[config.mk]
export PLATFORM = sky130hd
export DESIGN_NAME = phy_bringup_seq
export DESIGN_NICKNAME = d
export VERILOG_FILES = /design/src/rtl/phy_seq_pkg.sv /design/src/rtl/us_prescaler.sv /design/src/rtl/range_search.sv /design/src/rtl/phy_bringup_seq.sv
export SDC_FILE = /design/constraint.sdc
export NUM_CORES = 1
export LEC_CHECK = 0
export BUFFER_PORTS_ARGS = -buffer_cell sky130_fd_sc_hd__clkbuf_2
export CORE_AREA = 2 2 136 138
export CTS_CLUSTER_SIZE = 10
export DETAILED_ROUTE_END_ITERATION = 6
export DIE_AREA = 0 0 138 140
export GPL_TIMING_DRIVEN = 1
export MAX_ROUTING_LAYER = met4
export PLACE_DENSITY = 0.48
export SYNTH_ARGS = -nofsm -noshare
export SYNTH_HDL_FRONTEND = slang
export SYNTH_SLANG_ARGS = --single-unit
export TNS_END_PERCENT = 10
[constraint.sdc]
create_clock -name clk -period 5 [get_ports clk]
set_clock_uncertainty 0.1 [all_clocks]
set_input_delay 0.75 -clock clk [delete_from_list [all_inputs] [get_ports clk]]
set_output_delay 0.75 -clock clk [all_outputs]
set_load 0.02 [all_outputs]
[src/rtl/phy_seq_pkg.sv]
package phy_seq_pkg;

    typedef enum logic [3:0] {
        ST_IDLE, ST_PREP, ST_CLR_HI, ST_CLR_LO, ST_SEARCH,
        ST_TXN, ST_HOLD, ST_SD_GAP, ST_RST_REL, ST_SETTLE
    } seq_state_t;

    typedef struct packed {
        logic [10:0] limit;
        logic [5:0]  code;
    } range_entry_t;

    localparam int unsigned RANGE_ENTRIES = 39;
    localparam int unsigned RATE_MIN      = 80;
    localparam int unsigned RATE_MAX      = 1500;

    function automatic range_entry_t range_entry(input logic [5:0] idx);
        range_entry_t e;
        case (idx)
            6'd0:  e = '{11'd89,   6'h00};
            6'd1:  e = '{11'd99,   6'h10};
            6'd2:  e = '{11'd109,  6'h20};
            6'd3:  e = '{11'd129,  6'h01};
            6'd4:  e = '{11'd139,  6'h11};
            6'd5:  e = '{11'd149,  6'h21};
            6'd6:  e = '{11'd169,  6'h02};
            6'd7:  e = '{11'd179,  6'h12};
            6'd8:  e = '{11'd199,  6'h22};
            6'd9:  e = '{11'd219,  6'h03};
            6'd10: e = '{11'd239,  6'h13};
            6'd11: e = '{11'd249,  6'h23};
            6'd12: e = '{11'd269,  6'h04};
            6'd13: e = '{11'd299,  6'h14};
            6'd14: e = '{11'd329,  6'h05};
            6'd15: e = '{11'd359,  6'h15};
            6'd16: e = '{11'd399,  6'h25};
            6'd17: e = '{11'd449,  6'h06};
            6'd18: e = '{11'd499,  6'h16};
            6'd19: e = '{11'd549,  6'h07};
            6'd20: e = '{11'd599,  6'h17};
            6'd21: e = '{11'd649,  6'h08};
            6'd22: e = '{11'd699,  6'h18};
            6'd23: e = '{11'd749,  6'h09};
            6'd24: e = '{11'd799,  6'h19};
            6'd25: e = '{11'd849,  6'h29};
            6'd26: e = '{11'd899,  6'h39};
            6'd27: e = '{11'd949,  6'h0A};
            6'd28: e = '{11'd999,  6'h1A};
            6'd29: e = '{11'd1049, 6'h2A};
            6'd30: e = '{11'd1099, 6'h3A};
            6'd31: e = '{11'd1149, 6'h0B};
            6'd32: e = '{11'd1199, 6'h1B};
            6'd33: e = '{11'd1249, 6'h2B};
            6'd34: e = '{11'd1299, 6'h3B};
            6'd35: e = '{11'd1349, 6'h0C};
            6'd36: e = '{11'd1399, 6'h1C};
            6'd37: e = '{11'd1449, 6'h2C};
            default: e = '{11'd1500, 6'h3C};
        endcase
        return e;
    endfunction

    function automatic logic rate_outside(input logic [10:0] rate);
        return (32'(rate) < RATE_MIN) || (32'(rate) > RATE_MAX);
    endfunction

endpackage

[src/rtl/us_prescaler.sv]
module us_prescaler #(
    parameter int unsigned CLK_MHZ = 10
) (
    input  logic clk,
    input  logic rst,
    input  logic clr_i,
    output logic tick_o
);
    localparam int unsigned PW = (CLK_MHZ > 1) ? $clog2(CLK_MHZ) : 1;

    logic [PW-1:0] cnt_q;

    assign tick_o = (cnt_q == PW'(CLK_MHZ - 1));

    always_ff @(posedge clk) begin
        if (rst || clr_i || tick_o) cnt_q <= '0;
        else                        cnt_q <= cnt_q + 1'b1;
    end


    restart_quiet_chk: assert property (@(posedge clk) disable iff (rst)
        (CLK_MHZ > 1 && clr_i) |=> !tick_o);

endmodule

[src/rtl/range_search.sv]
module range_search
    import phy_seq_pkg::*;
(
    input  logic        clk,
    input  logic        rst,
    input  logic        go_i,
    input  logic [10:0] rate_i,
    output logic        done_o,
    output logic [5:0]  code_o
);
    logic [5:0]   idx_q;
    logic         active_q;
    range_entry_t ent;
    logic         hit;

    assign ent = range_entry(idx_q);
    assign hit = (rate_i <= ent.limit) || (idx_q == 6'(RANGE_ENTRIES - 1));

    always_ff @(posedge clk) begin
        if (rst) begin
            idx_q    <= '0;
            active_q <= 1'b0;
            done_o   <= 1'b0;
            code_o   <= '0;
        end else begin
            done_o <= 1'b0;
            if (go_i) begin
                idx_q    <= '0;
                active_q <= 1'b1;
            end else if (active_q) begin
                if (hit) begin
                    active_q <= 1'b0;
                    done_o   <= 1'b1;
                    code_o   <= ent.code;
                end else begin
                    idx_q <= idx_q + 1'b1;
                end
            end
        end
    end


    search_done_chk: assert property (@(posedge clk) disable iff (rst)
        done_o |-> ($past(active_q) && !active_q));

endmodule

[src/rtl/phy_bringup_seq.sv]
module phy_bringup_seq
    import phy_seq_pkg::*;
#(
    parameter int unsigned CLK_MHZ   = 10,
    parameter int unsigned MAX_LANES = 4,
    parameter int unsigned CRST_W    = 32,
    parameter int unsigned US_CLR    = 15,
    parameter int unsigned US_PROG   = 5,
    parameter int unsigned US_SETTLE = 10,
    parameter logic [7:0]  TEST_CODE = 8'h44,
    localparam int unsigned LANE_W   = (MAX_LANES > 1) ? $clog2(MAX_LANES) : 1,
    localparam int unsigned LCNT_W   = $clog2(MAX_LANES + 1)
) (
    input  logic              clk,
    input  logic              rst,
    input  logic              start_i,
    input  logic              stop_i,
    input  logic [10:0]       rate_mbps_i,
    input  logic [LCNT_W-1:0] lanes_i,
    output logic [LANE_W-1:0] lane_cfg_o,
    output logic              phy_rstz_o,
    output logic              phy_shutdownz_o,
    output logic              test_clk_o,
    output logic              test_en_o,
    output logic              test_clr_o,
    output logic              txn_req_o,
    output logic [7:0]        txn_code_o,
    output logic [7:0]        txn_data_o,
    input  logic              txn_done_i,
    output logic [CRST_W-1:0] ctrl_resetn_o,
    output logic              range_err_o,
    output logic              busy_o,
    output logic              done_o
);
    localparam int unsigned US_W = $clog2(US_CLR + US_PROG + US_SETTLE + 1);

    seq_state_t  st_q, st_d;
    logic        tick, adv, wait_end, srch_go, srch_done;
    logic [5:0]  srch_code;
    logic [10:0] rate_q;
    logic [US_W-1:0] us_q, us_len;

    us_prescaler #(.CLK_MHZ(CLK_MHZ)) u_pre (
        .clk(clk), .rst(rst), .clr_i(adv), .tick_o(tick)
    );

    range_search u_srch (
        .clk(clk), .rst(rst), .go_i(srch_go), .rate_i(rate_q),
        .done_o(srch_done), .code_o(srch_code)
    );

    always_comb begin
        case (st_q)
            ST_CLR_HI, ST_CLR_LO: us_len = US_W'(US_CLR);
            ST_HOLD, ST_SD_GAP:   us_len = US_W'(US_PROG);
            default:              us_len = US_W'(US_SETTLE);
        endcase
    end

    assign wait_end = tick && (us_q == us_len - 1'b1);

    always_comb begin
        st_d    = st_q;
        srch_go = 1'b0;
        case (st_q)
            ST_IDLE:    if (start_i && !stop_i) st_d = ST_PREP;
            ST_PREP:    st_d = ST_CLR_HI;
            ST_CLR_HI:  if (wait_end) st_d = ST_CLR_LO;
            ST_CLR_LO:  if (wait_end) begin st_d = ST_SEARCH; srch_go = 1'b1; end
            ST_SEARCH:  if (srch_done) st_d = ST_TXN;
            ST_TXN:     if (txn_done_i) st_d = ST_HOLD;
            ST_HOLD:    if (wait_end) st_d = ST_SD_GAP;
            ST_SD_GAP:  if (wait_end) st_d = ST_RST_REL;
            ST_RST_REL: st_d = ST_SETTLE;
            ST_SETTLE:  if (wait_end) st_d = ST_IDLE;
            default:    st_d = ST_IDLE;
        endcase
    end

    assign adv        = (st_d != st_q);
    assign busy_o     = (st_q != ST_IDLE);
    assign txn_code_o = TEST_CODE;

    always_ff @(posedge clk) begin
        if (rst) begin
            st_q            <= ST_IDLE;
            us_q            <= '0;
            rate_q          <= '0;
            lane_cfg_o      <= '0;
            phy_rstz_o      <= 1'b0;
            phy_shutdownz_o <= 1'b0;
            test_clk_o      <= 1'b0;
            test_en_o       <= 1'b0;
            test_clr_o      <= 1'b0;
            txn_req_o       <= 1'b0;
            txn_data_o      <= '0;
            ctrl_resetn_o   <= '0;
            range_err_o     <= 1'b0;
            done_o          <= 1'b0;
        end else begin
            st_q   <= st_d;
            done_o <= 1'b0;
            if (adv)       us_q <= '0;
            else if (tick) us_q <= us_q + 1'b1;
            case (st_q)
                ST_IDLE: begin
                    if (stop_i) begin
                        lane_cfg_o    <= '0;
                        ctrl_resetn_o <= '0;
                    end else if (start_i) begin
                        lane_cfg_o      <= LANE_W'(lanes_i - 1'b1);
                        phy_rstz_o      <= 1'b0;
                        phy_shutdownz_o <= 1'b0;
                        rate_q          <= rate_mbps_i;
                        range_err_o     <= rate_outside(rate_mbps_i);
                    end
                end
                ST_PREP: begin
                    test_clk_o <= 1'b1;
                    test_en_o  <= 1'b0;
                    test_clr_o <= 1'b1;
                end
                ST_CLR_HI:  if (wait_end) test_clr_o <= 1'b0;
                ST_SEARCH: if (srch_done) begin
                    txn_req_o  <= 1'b1;
                    txn_data_o <= {1'b0, srch_code, 1'b0};
                end
                ST_TXN:     if (txn_done_i) txn_req_o <= 1'b0;
                ST_HOLD:    if (wait_end) phy_shutdownz_o <= 1'b1;
                ST_SD_GAP:  if (wait_end) phy_rstz_o <= 1'b1;
                ST_RST_REL: ctrl_resetn_o <= '1;
                ST_SETTLE:  if (wait_end) done_o <= 1'b1;
                default: ;
            endcase
        end
    end


    txn_in_shutdown_chk: assert property (@(posedge clk) disable iff (rst)
        txn_req_o |-> (!phy_shutdownz_o && !phy_rstz_o && !test_clr_o));


    release_order_chk: assert property (@(posedge clk) disable iff (rst)
        phy_rstz_o |-> phy_shutdownz_o);


    clear_in_reset_chk: assert property (@(posedge clk) disable iff (rst)
        test_clr_o |-> (!phy_rstz_o && !phy_shutdownz_o && busy_o));


    done_pulse_chk: assert property (@(posedge clk) disable iff (rst)
        done_o |=> !done_o);


    busy_ignores_stop_chk: assert property (@(posedge clk) disable iff (rst)
        (busy_o && $past(busy_o)) |-> $stable(lane_cfg_o));

endmodule

=== Word-level counts from Yosys, hierarchy flattened ===
Memories as Yosys holds them, arrays and structs flattened. A register that Yosys moved wholly into a read port is not among the register bits.
Index checks and enable logic that the tools add are counted.

* Flip-flop bits (word level): 85
* Bits of input ports: 19
* Memories kept: 1
* ROM bits: 1088
* Logic and storage cells: 116

* Mux-type cells: 32
* Bitwise operators: 5
* Eq/ne operators: 21
* Reduce and logical (&&, ||, !) cells: 31
* Order comparisons: 3
* $add $sub $neg: 5

{| class="wikitable"
|+ Memories
! name !! depth !! width !! read ports !! clocked after Yosys merged registers in !! wr ports !! RTL line !! text
|-
| (no name shown) || 64 || 17 || 1 || 1 || 0 || phy_seq_pkg.sv:19 || <nowiki>case (idx)</nowiki>
|}

{| class="wikitable"
|+ Operator list
! operator !! number
|-
| case mux 32 bit (2 select lines) || 1
|-
| case mux 4 bit (10 select lines) || 1
|-
| 2-to-1 mux 32 bit || 1
|-
| 2-to-1 mux 4 bit || 8
|-
| equality test 4 x 3 -> 1 bit, second input constant || 4
|-
| inequality test 2 bit, second input constant || 7
|-
| equality test 4 bit, second input constant || 3
|-
| 2-to-1 mux 1 bit || 12
|-
| 2-to-1 mux 6 bit || 2
|-
| nonzero test 2 bit || 6
|-
| greater-than comparator 11 bit, second input constant || 1
|-
| less-or-equal comparator 11 bit || 1
|-
| < comparator 11 x 7 -> 1 bit, second input constant || 1
|-
| AND reduction 2 bit || 5
|-
| OR reduction 2 bit || 5
|-
| AND reduction 3 bit || 3
|-
| equality test 4 x 2 -> 1 bit, second input constant || 2
|-
| case mux 1 bit (2 select lines) || 4
|-
| case mux 4 bit (2 select lines) || 1
|-
| AND reduction 4 bit || 2
|-
| adder 6 x 1 -> 6 bit, second input constant || 1
|-
| equality test 6 bit, second input constant || 1
|-
| adder 5 x 1 -> 5 bit, second input constant || 1
|-
| equality test 5 bit || 1
|-
| 14 further kinds || 23
|}

=== Longest topological paths before layout ===
* Word-level depth: 11
* Mapped depth: 15
* Mapped depth without buffers: 14

=== By module ===
Synthesis repeated with hierarchy kept, for this count alone.

* Cell total of the unflattened synthesis: 579
* Area, all modules: 4693.3 sq um

{| class="wikitable"
|+ By module, submodules not included
! module !! cells each !! seq. area each (sq um) !! times used !! area each (sq um)
|-
| range_search || 305 || 620.6 || 1 || 2459.9
|-
| phy_bringup_seq || 256 || 720.7 || 1 || 2059.5
|-
| us_prescaler || 18 || 80.1 || 1 || 173.9
|}

=== Worst setup path after synthesis ===
Ideal clock, no wire load.

* Path type: register to register
* From: register u_srch.ent[12] (netlist name)
* To: register u_srch.ent[7] (netlist name)
* Stages on the path, launching flop included: 16
* Required time: 4778 ps
* Library setup time: 122 ps
* Slack: 1685 ps
* Buffers on the path: 1
* Arrival: 3093 ps
* Cell sequence: dfxtp_1 inv_1 ha_1 nand4_1 a211oi_1 a311o_1 nand2_1 xnor2_1 clkbuf_1 nor2_1 inv_1 ha_1 a211oi_1 o21ai_1 o211ai_1 a221o_1

* Cells in the longest elaborated chain, start to end: 6

{| class="wikitable"
|+ RTL lines
! element !! RTL line !! text
|-
| less-or-equal comparator 11 bit || range_search.sv:17 || <nowiki>assign hit = (rate_i <= ent.limit) || (idx_q == 6'(RANGE_ENTRIES - 1));</nowiki>
|-
| logical OR 1 bit || range_search.sv:17 ||
|-
| NOT 1 bit (no line) || - ||
|-
| AND reduction 2 bit (no line) || - ||
|-
| 2-to-1 mux 6 bit (no line) (2 in a row) || - ||
|}

Every way passes these cells.
A chain may end at the register's enable or synchronous reset.

=== Final worst setup path ===
* From: register st_q[1]
* To: register u_srch.ent[7] (netlist name)

* Cells in the longest elaborated chain, start to end: 10
* Elaborated cells on any way between the ends: 14
* Those cells by class: add/sub: 1; eq/ne: 5; mux: 4; reduce/logical: 4

{| class="wikitable"
|+ RTL lines
! element !! RTL line !! text
|-
| start: declaration || phy_bringup_seq.sv:37 || <nowiki>seq_state_t st_q, st_d;</nowiki>
|-
| start signal: assignment || phy_bringup_seq.sv:101 || <nowiki>st_q <= st_d;</nowiki>
|-
| equality test 4 x 3 -> 1 bit (tied with other cells) || phy_bringup_seq.sv:53 || <nowiki>case (st_q)</nowiki>
|-
| OR reduction 2 bit || phy_bringup_seq.sv:53 ||
|-
| case mux 4 bit (2 select lines) || phy_bringup_seq.sv:53 ||
|-
| subtractor 5 x 1 -> 5 bit || phy_bringup_seq.sv:60 || <nowiki>assign wait_end = tick && (us_q == us_len - 1'b1);</nowiki>
|-
| equality test 5 bit || phy_bringup_seq.sv:60 ||
|-
| logical AND 1 bit || phy_bringup_seq.sv:60 ||
|-
| 2-to-1 mux 1 bit || phy_bringup_seq.sv:69 || <nowiki>ST_CLR_LO: if (wait_end) begin st_d = ST_SEARCH; srch_go = 1'b1; end</nowiki>
|-
| 2-to-1 mux 1 bit * || phy_bringup_seq.sv:65 || <nowiki>case (st_q)</nowiki>
|-
| OR reduction 2 bit (no line) * || - ||
|-
| 2-to-1 mux 6 bit (no line) * || - ||
|}

Every way passes the cells marked *; elsewhere a longest branch is shown, timed or not.

==> flow_results.org <==
** CTS
- Postcts setup bufs :: 0
- Counting every sink on the clock net gives 71.
- CTS H-tree depth :: 3
- Clock tree synthesis selected as its root buffer the cell sky130_fd_sc_hd__clkbuf_16.
- In this run, post-CTS repair resized a total of 0 instances.
- Clk Latency, worst-skew pair :: 0.33 ns
- Clock-pin slew reported for the worst setup and hold paths after clock tree synthesis :: 0.06 ns
- Clock buffers created by TritonCTS :: 9
- After clock tree synthesis, the flow added hold-fix buffers numbering 0.
- Maximum root-to-sink buffer count :: 2
- TritonCTS clock tree :: done

** Power
- IR analysis of the VDD net gives a maximum drop of 0.000120 V.
- Logic pwr share :: 7.0%
- Static power due to leakage :: 2.08 nW
- In this run switching power makes up 22.5% of total power.
- Net switching power of the design :: 0.000319 W
- Of the total power, the clock network draws 51.8%.
- Internal power consumption :: 0.00110 W
- Reg power frac :: 41.3%
- In this run the power density over the cells is 284 mW/mm2.
- Power comes to 0.00142 W.

** Synthesis
- Synth Area in Compound Gates :: 20.7%
- The mapped netlist covers 0.00440 mm2.
- Number of enable-type register cells in the synthesized netlist :: 0
- Post-synthesis share of cell area spent on full adders, half adders and majority gates :: 6.82%
- Among all flip-flop cells after synthesis, the most frequent one is sky130_fd_sc_hd__dfxtp_1.
- Multiplexer share of the synthesized area :: 5.06%
- Share of flip-flops with an asynchronous set or reset :: 0%
- Avg Inst Size Synth :: 8.28 um2
- Simple-gate portion of the synthesized area :: 19.7%
- Sequential cells were found to cover 32.3% of the synthesized design area.
- Flops & latches, synth :: 71
- Syn Inst Count :: 532
- Summing the areas of all xor and xnor instances in the mapped netlist gives 2.78% of the synthesized area.
- Warnings, synthesis :: 0
- The netlist uses 76 different library cells.
- Dominant combinational cell family by area after synthesis :: compound AO/OA/AOI/OAI gates

** Global routing
- Global-route usage over all layers :: 12.1%
- Routing usage on met3 :: 3.11%
- Global-route layer with the greatest usage :: met2
- Number of global-route vias before repair :: 3601
- Global-route met2 utilization :: 19.2%
- After global routing the overflow that remains totals 0.
- The number of antenna violations at the first check in global routing is 0.
- Global-route wire length before repair :: 18700 um
- Maximum number of pins on one net before global-route repair :: 34
- Met1 usage in global routing :: 14.9%

** Final layout
- Commonest cells after routing, fill and taps aside :: sky130_fd_sc_hd__dfxtp_1 (71), sky130_fd_sc_hd__clkbuf_2 (65), sky130_fd_sc_hd__nand2_1 (49), sky130_fd_sc_hd__nor2_1 (47), sky130_fd_sc_hd__a21oi_1 (35)
- From synthesis to final layout, the design area changed by 13.4%.
- Antenna diode count :: 0
- At the end of the flow the core is filled with cells to 28.1%.
- FF/Latch Area :: 0.00142 mm2
- Fraction of layout cells with a size suffix above 1 :: 19.6%
- Number of nets in the final layout :: 599
- Commonest non-fill, non-tap cell in the layout :: sky130_fd_sc_hd__dfxtp_1
- Fill cell count :: 1906
- Footprint of the multi-input gates :: 0.00247 mm2

** Floorplanning
- The die is 140 um tall.
- Starting density of the core :: 24.8%
- After floorplanning, the core was divided into 49 placement rows.
- Die extent in x :: 138 um
- 78 I/O pins were placed.
- The total area inside the core boundary comes to 0.0178 mm2.
- The floorplan step defined a die boundary enclosing 0.0193 mm2.

** Flow run
- The tool flagged a number of max-cap violations equal to 0.

** Detailed routing
- Number of iterations in the first detailed-routing pass :: 5
- In the final routed layout, each cell accounts on average for 14.5 um.
- Summed over all layers, the routed wires come to 11500 um.
- DR iter-0 viols :: 372
- For this block, the via count after detailed routing is 3879.
- Dividing the detail-routed via count by the number of cells gives 4.91.
- In the routed design, unresolved DRC markers number 0.
- In this run the remaining antenna-violating nets after routing total 0.

** STA
- Setup repair after global routing left no endpoint under its margin.
- In the finished design, the share of the clock period the worst path needs comes to 79.6%.
- Final critical-path required period :: 3.98 ns
- The total count of hold-check failures in the final report is 0.
- Fin. max-slew vios :: 0
- Adding up every negative setup slack in the final design gives 0 ns.
- Slew @ Worst Pin :: 0.807 ns
- Hold is met by 0.363 ns.
- Final worst-path setup slack :: 1.02 ns
- Setup violations remaining at the end of the flow were counted as 0.
- The worst pin sits at a relative slew slack of 46.1%.
- Based on the critical path, the design can be clocked at up to 251 MHz.

** Placed design
- Worst setup timing slack at the placement stage :: 1.14 ns
- Routability-driven placement finished with a final weighted congestion of 0.923.
- # port buffers :: 65
- Detail Placement HPWL :: 8580 um

** Critical path
- The worst setup path is of the reg2reg kind.
- Chain of cells forming the critical path :: nand3b_1 -> a21oi_1 -> nor3_2 -> or2_1 -> nor2_1 -> inv_1 -> ha_1 -> a211oi_1 -> o21ai_1 -> o211ai_1 -> a221o_1
- STA classifies the critical path endpoint as a register.
- Worst R2R Setup Slack :: 1.02 ns
- Worst-path fanout max :: 13
- Required time at the worst-slack endpoint :: 5.16 ns
- Cell type of the slowest stage on the worst timing path :: sky130_fd_sc_hd__dfxtp_1
- For this run, the slowest stage of the critical path takes 0.58 ns.
- Arrival time worst endpoint :: 4.14 ns
- CP Launch Type :: register

** Run status
- Result of the run :: finished, final reports clean

** Hold path
- Worst Hold Class :: reg2reg
==> metrics by stage <==
stage,instance area (um2),instances
finish,4990,790
floorplan,4440,541
global route,4990,790
global placement,4650,774
CTS,4990,790
detailed placement,4650,774
==> cells in the mapped netlist (4+ instances only) <==
master / number / area, um2
sky130_fd_sc_hd__o31ai_1: 11 / 82.6
sky130_fd_sc_hd__a22oi_1: 6 / 45.0
sky130_fd_sc_hd__nand3_1: 12 / 60.1
sky130_fd_sc_hd__a211oi_1: 9 / 67.6
sky130_fd_sc_hd__nand2b_1: 5 / 31.3
sky130_fd_sc_hd__a21oi_1: 35 / 175
sky130_fd_sc_hd__dfxtp_1: 71 / 1420
sky130_fd_sc_hd__buf_2: 7 / 35.0
sky130_fd_sc_hd__xor2_1: 4 / 35.0
sky130_fd_sc_hd__ha_1: 24 / 300
sky130_fd_sc_hd__buf_4: 45 / 338
sky130_fd_sc_hd__nand4_1: 5 / 31.3
sky130_fd_sc_hd__or3_1: 6 / 37.5
sky130_fd_sc_hd__clkbuf_1: 11 / 41.3
sky130_fd_sc_hd__o211ai_1: 8 / 60.1
sky130_fd_sc_hd__o21ai_1: 5 / 25.0
sky130_fd_sc_hd__mux2i_1: 20 / 200
sky130_fd_sc_hd__nor2_2: 5 / 31.3
sky130_fd_sc_hd__and3_1: 5 / 31.3
sky130_fd_sc_hd__nor4_1: 5 / 31.3
sky130_fd_sc_hd__o21ai_0: 12 / 60.1
sky130_fd_sc_hd__nand2_1: 49 / 184
sky130_fd_sc_hd__inv_1: 23 / 86.3
sky130_fd_sc_hd__nor3_1: 15 / 75.1
sky130_fd_sc_hd__nor2_1: 47 / 176
sky130_fd_sc_hd__xnor2_1: 10 / 87.6
==> path summary, 6_finish.rpt <==
kind                                                to                    from  depth (start not counted)
worst min-delay path            rate_q[8]$_SDFFE_PP0P_  rate_q[8]$_SDFFE_PP0P_                          2
worst max-delay path             u_srch.ent[7]$_DFF_P_      st_q[1]$_SDFF_PP0_                         11
worst min register to register  rate_q[8]$_SDFFE_PP0P_  rate_q[8]$_SDFFE_PP0P_                          2
worst max register to register   u_srch.ent[7]$_DFF_P_      st_q[1]$_SDFF_PP0_                         11
==> state kept, by name (all words and copies together), names as in the netlist, 2 cells and up <==
| signal | cells |
|---|---|
| u_pre.cnt_q | 4 |
| us_q | 5 |
| u_srch.idx_q | 6 |
| txn_data_o | 6 |
| rate_q | 11 |
| st_q | 4 |
| lane_cfg_o | 2 |
| u_srch.ent | 17 |
| u_srch.code_o | 6 |
==> layout make-up <==
cell class	count	share of cell area (%)
Clock buffer	9	4.51
Timing Repair Buffer	70	7.27
Inverter	28	2.13
Clock inverter	7	2.41
Sequential cell	71	28.5
Multi-Input combinational cell	376	49.5
Tap cell	229	5.74
==> routing by layer <==
layer	part of all wire (%)	wire (um)	up-vias
met2	47	5360	158
met1	44	5100	1804
met3	6.9	790	19
li1	-	-	1898
met4	1.9	221	0
met5	0	0	-
==> power by group through the flow <==
stage | sequential [W] | combinational, W | clock (W)
6_report | 0.000585 | 0.0000985 | 0.000733
5_1_grt | 0.000586 | 0.000111 | 0.000783
4_1_cts | 0.000584 | 0.0000992 | 0.000756
3_5_place_dp | 0.000597 | 0.0000984 | 0
3_3_place_gp | 0.000597 | 0.0000970 | 0
2_1_floorplan | 0.000595 | 0.0000779 | 0
==> critical path, delay by kind of cell, from the launching register on <==
| kind | cells | cell delay (ns) |
|---|---|---|
| and+or+nand+nor | 4 | 1.16 |
| adders and majority gates | 1 | 0.42 |
| buffers and inverters | 1 | 0.18 |
| AOI/OAI and AO/OA | 5 | 1.45 |
| DFF | 1 | 0.58 |
==> cell families after synthesis <==
family                     count (synthesis)
AOI/OAI and AO/OA                        128
xor gates and xnor gates                  14
adders and majority gates                 24
buffers and inverters                     94
DFF                                       71
muxes                                     22
other                                      2
and+or+nand+nor                          177
Power figures use the tool's default switching activity.
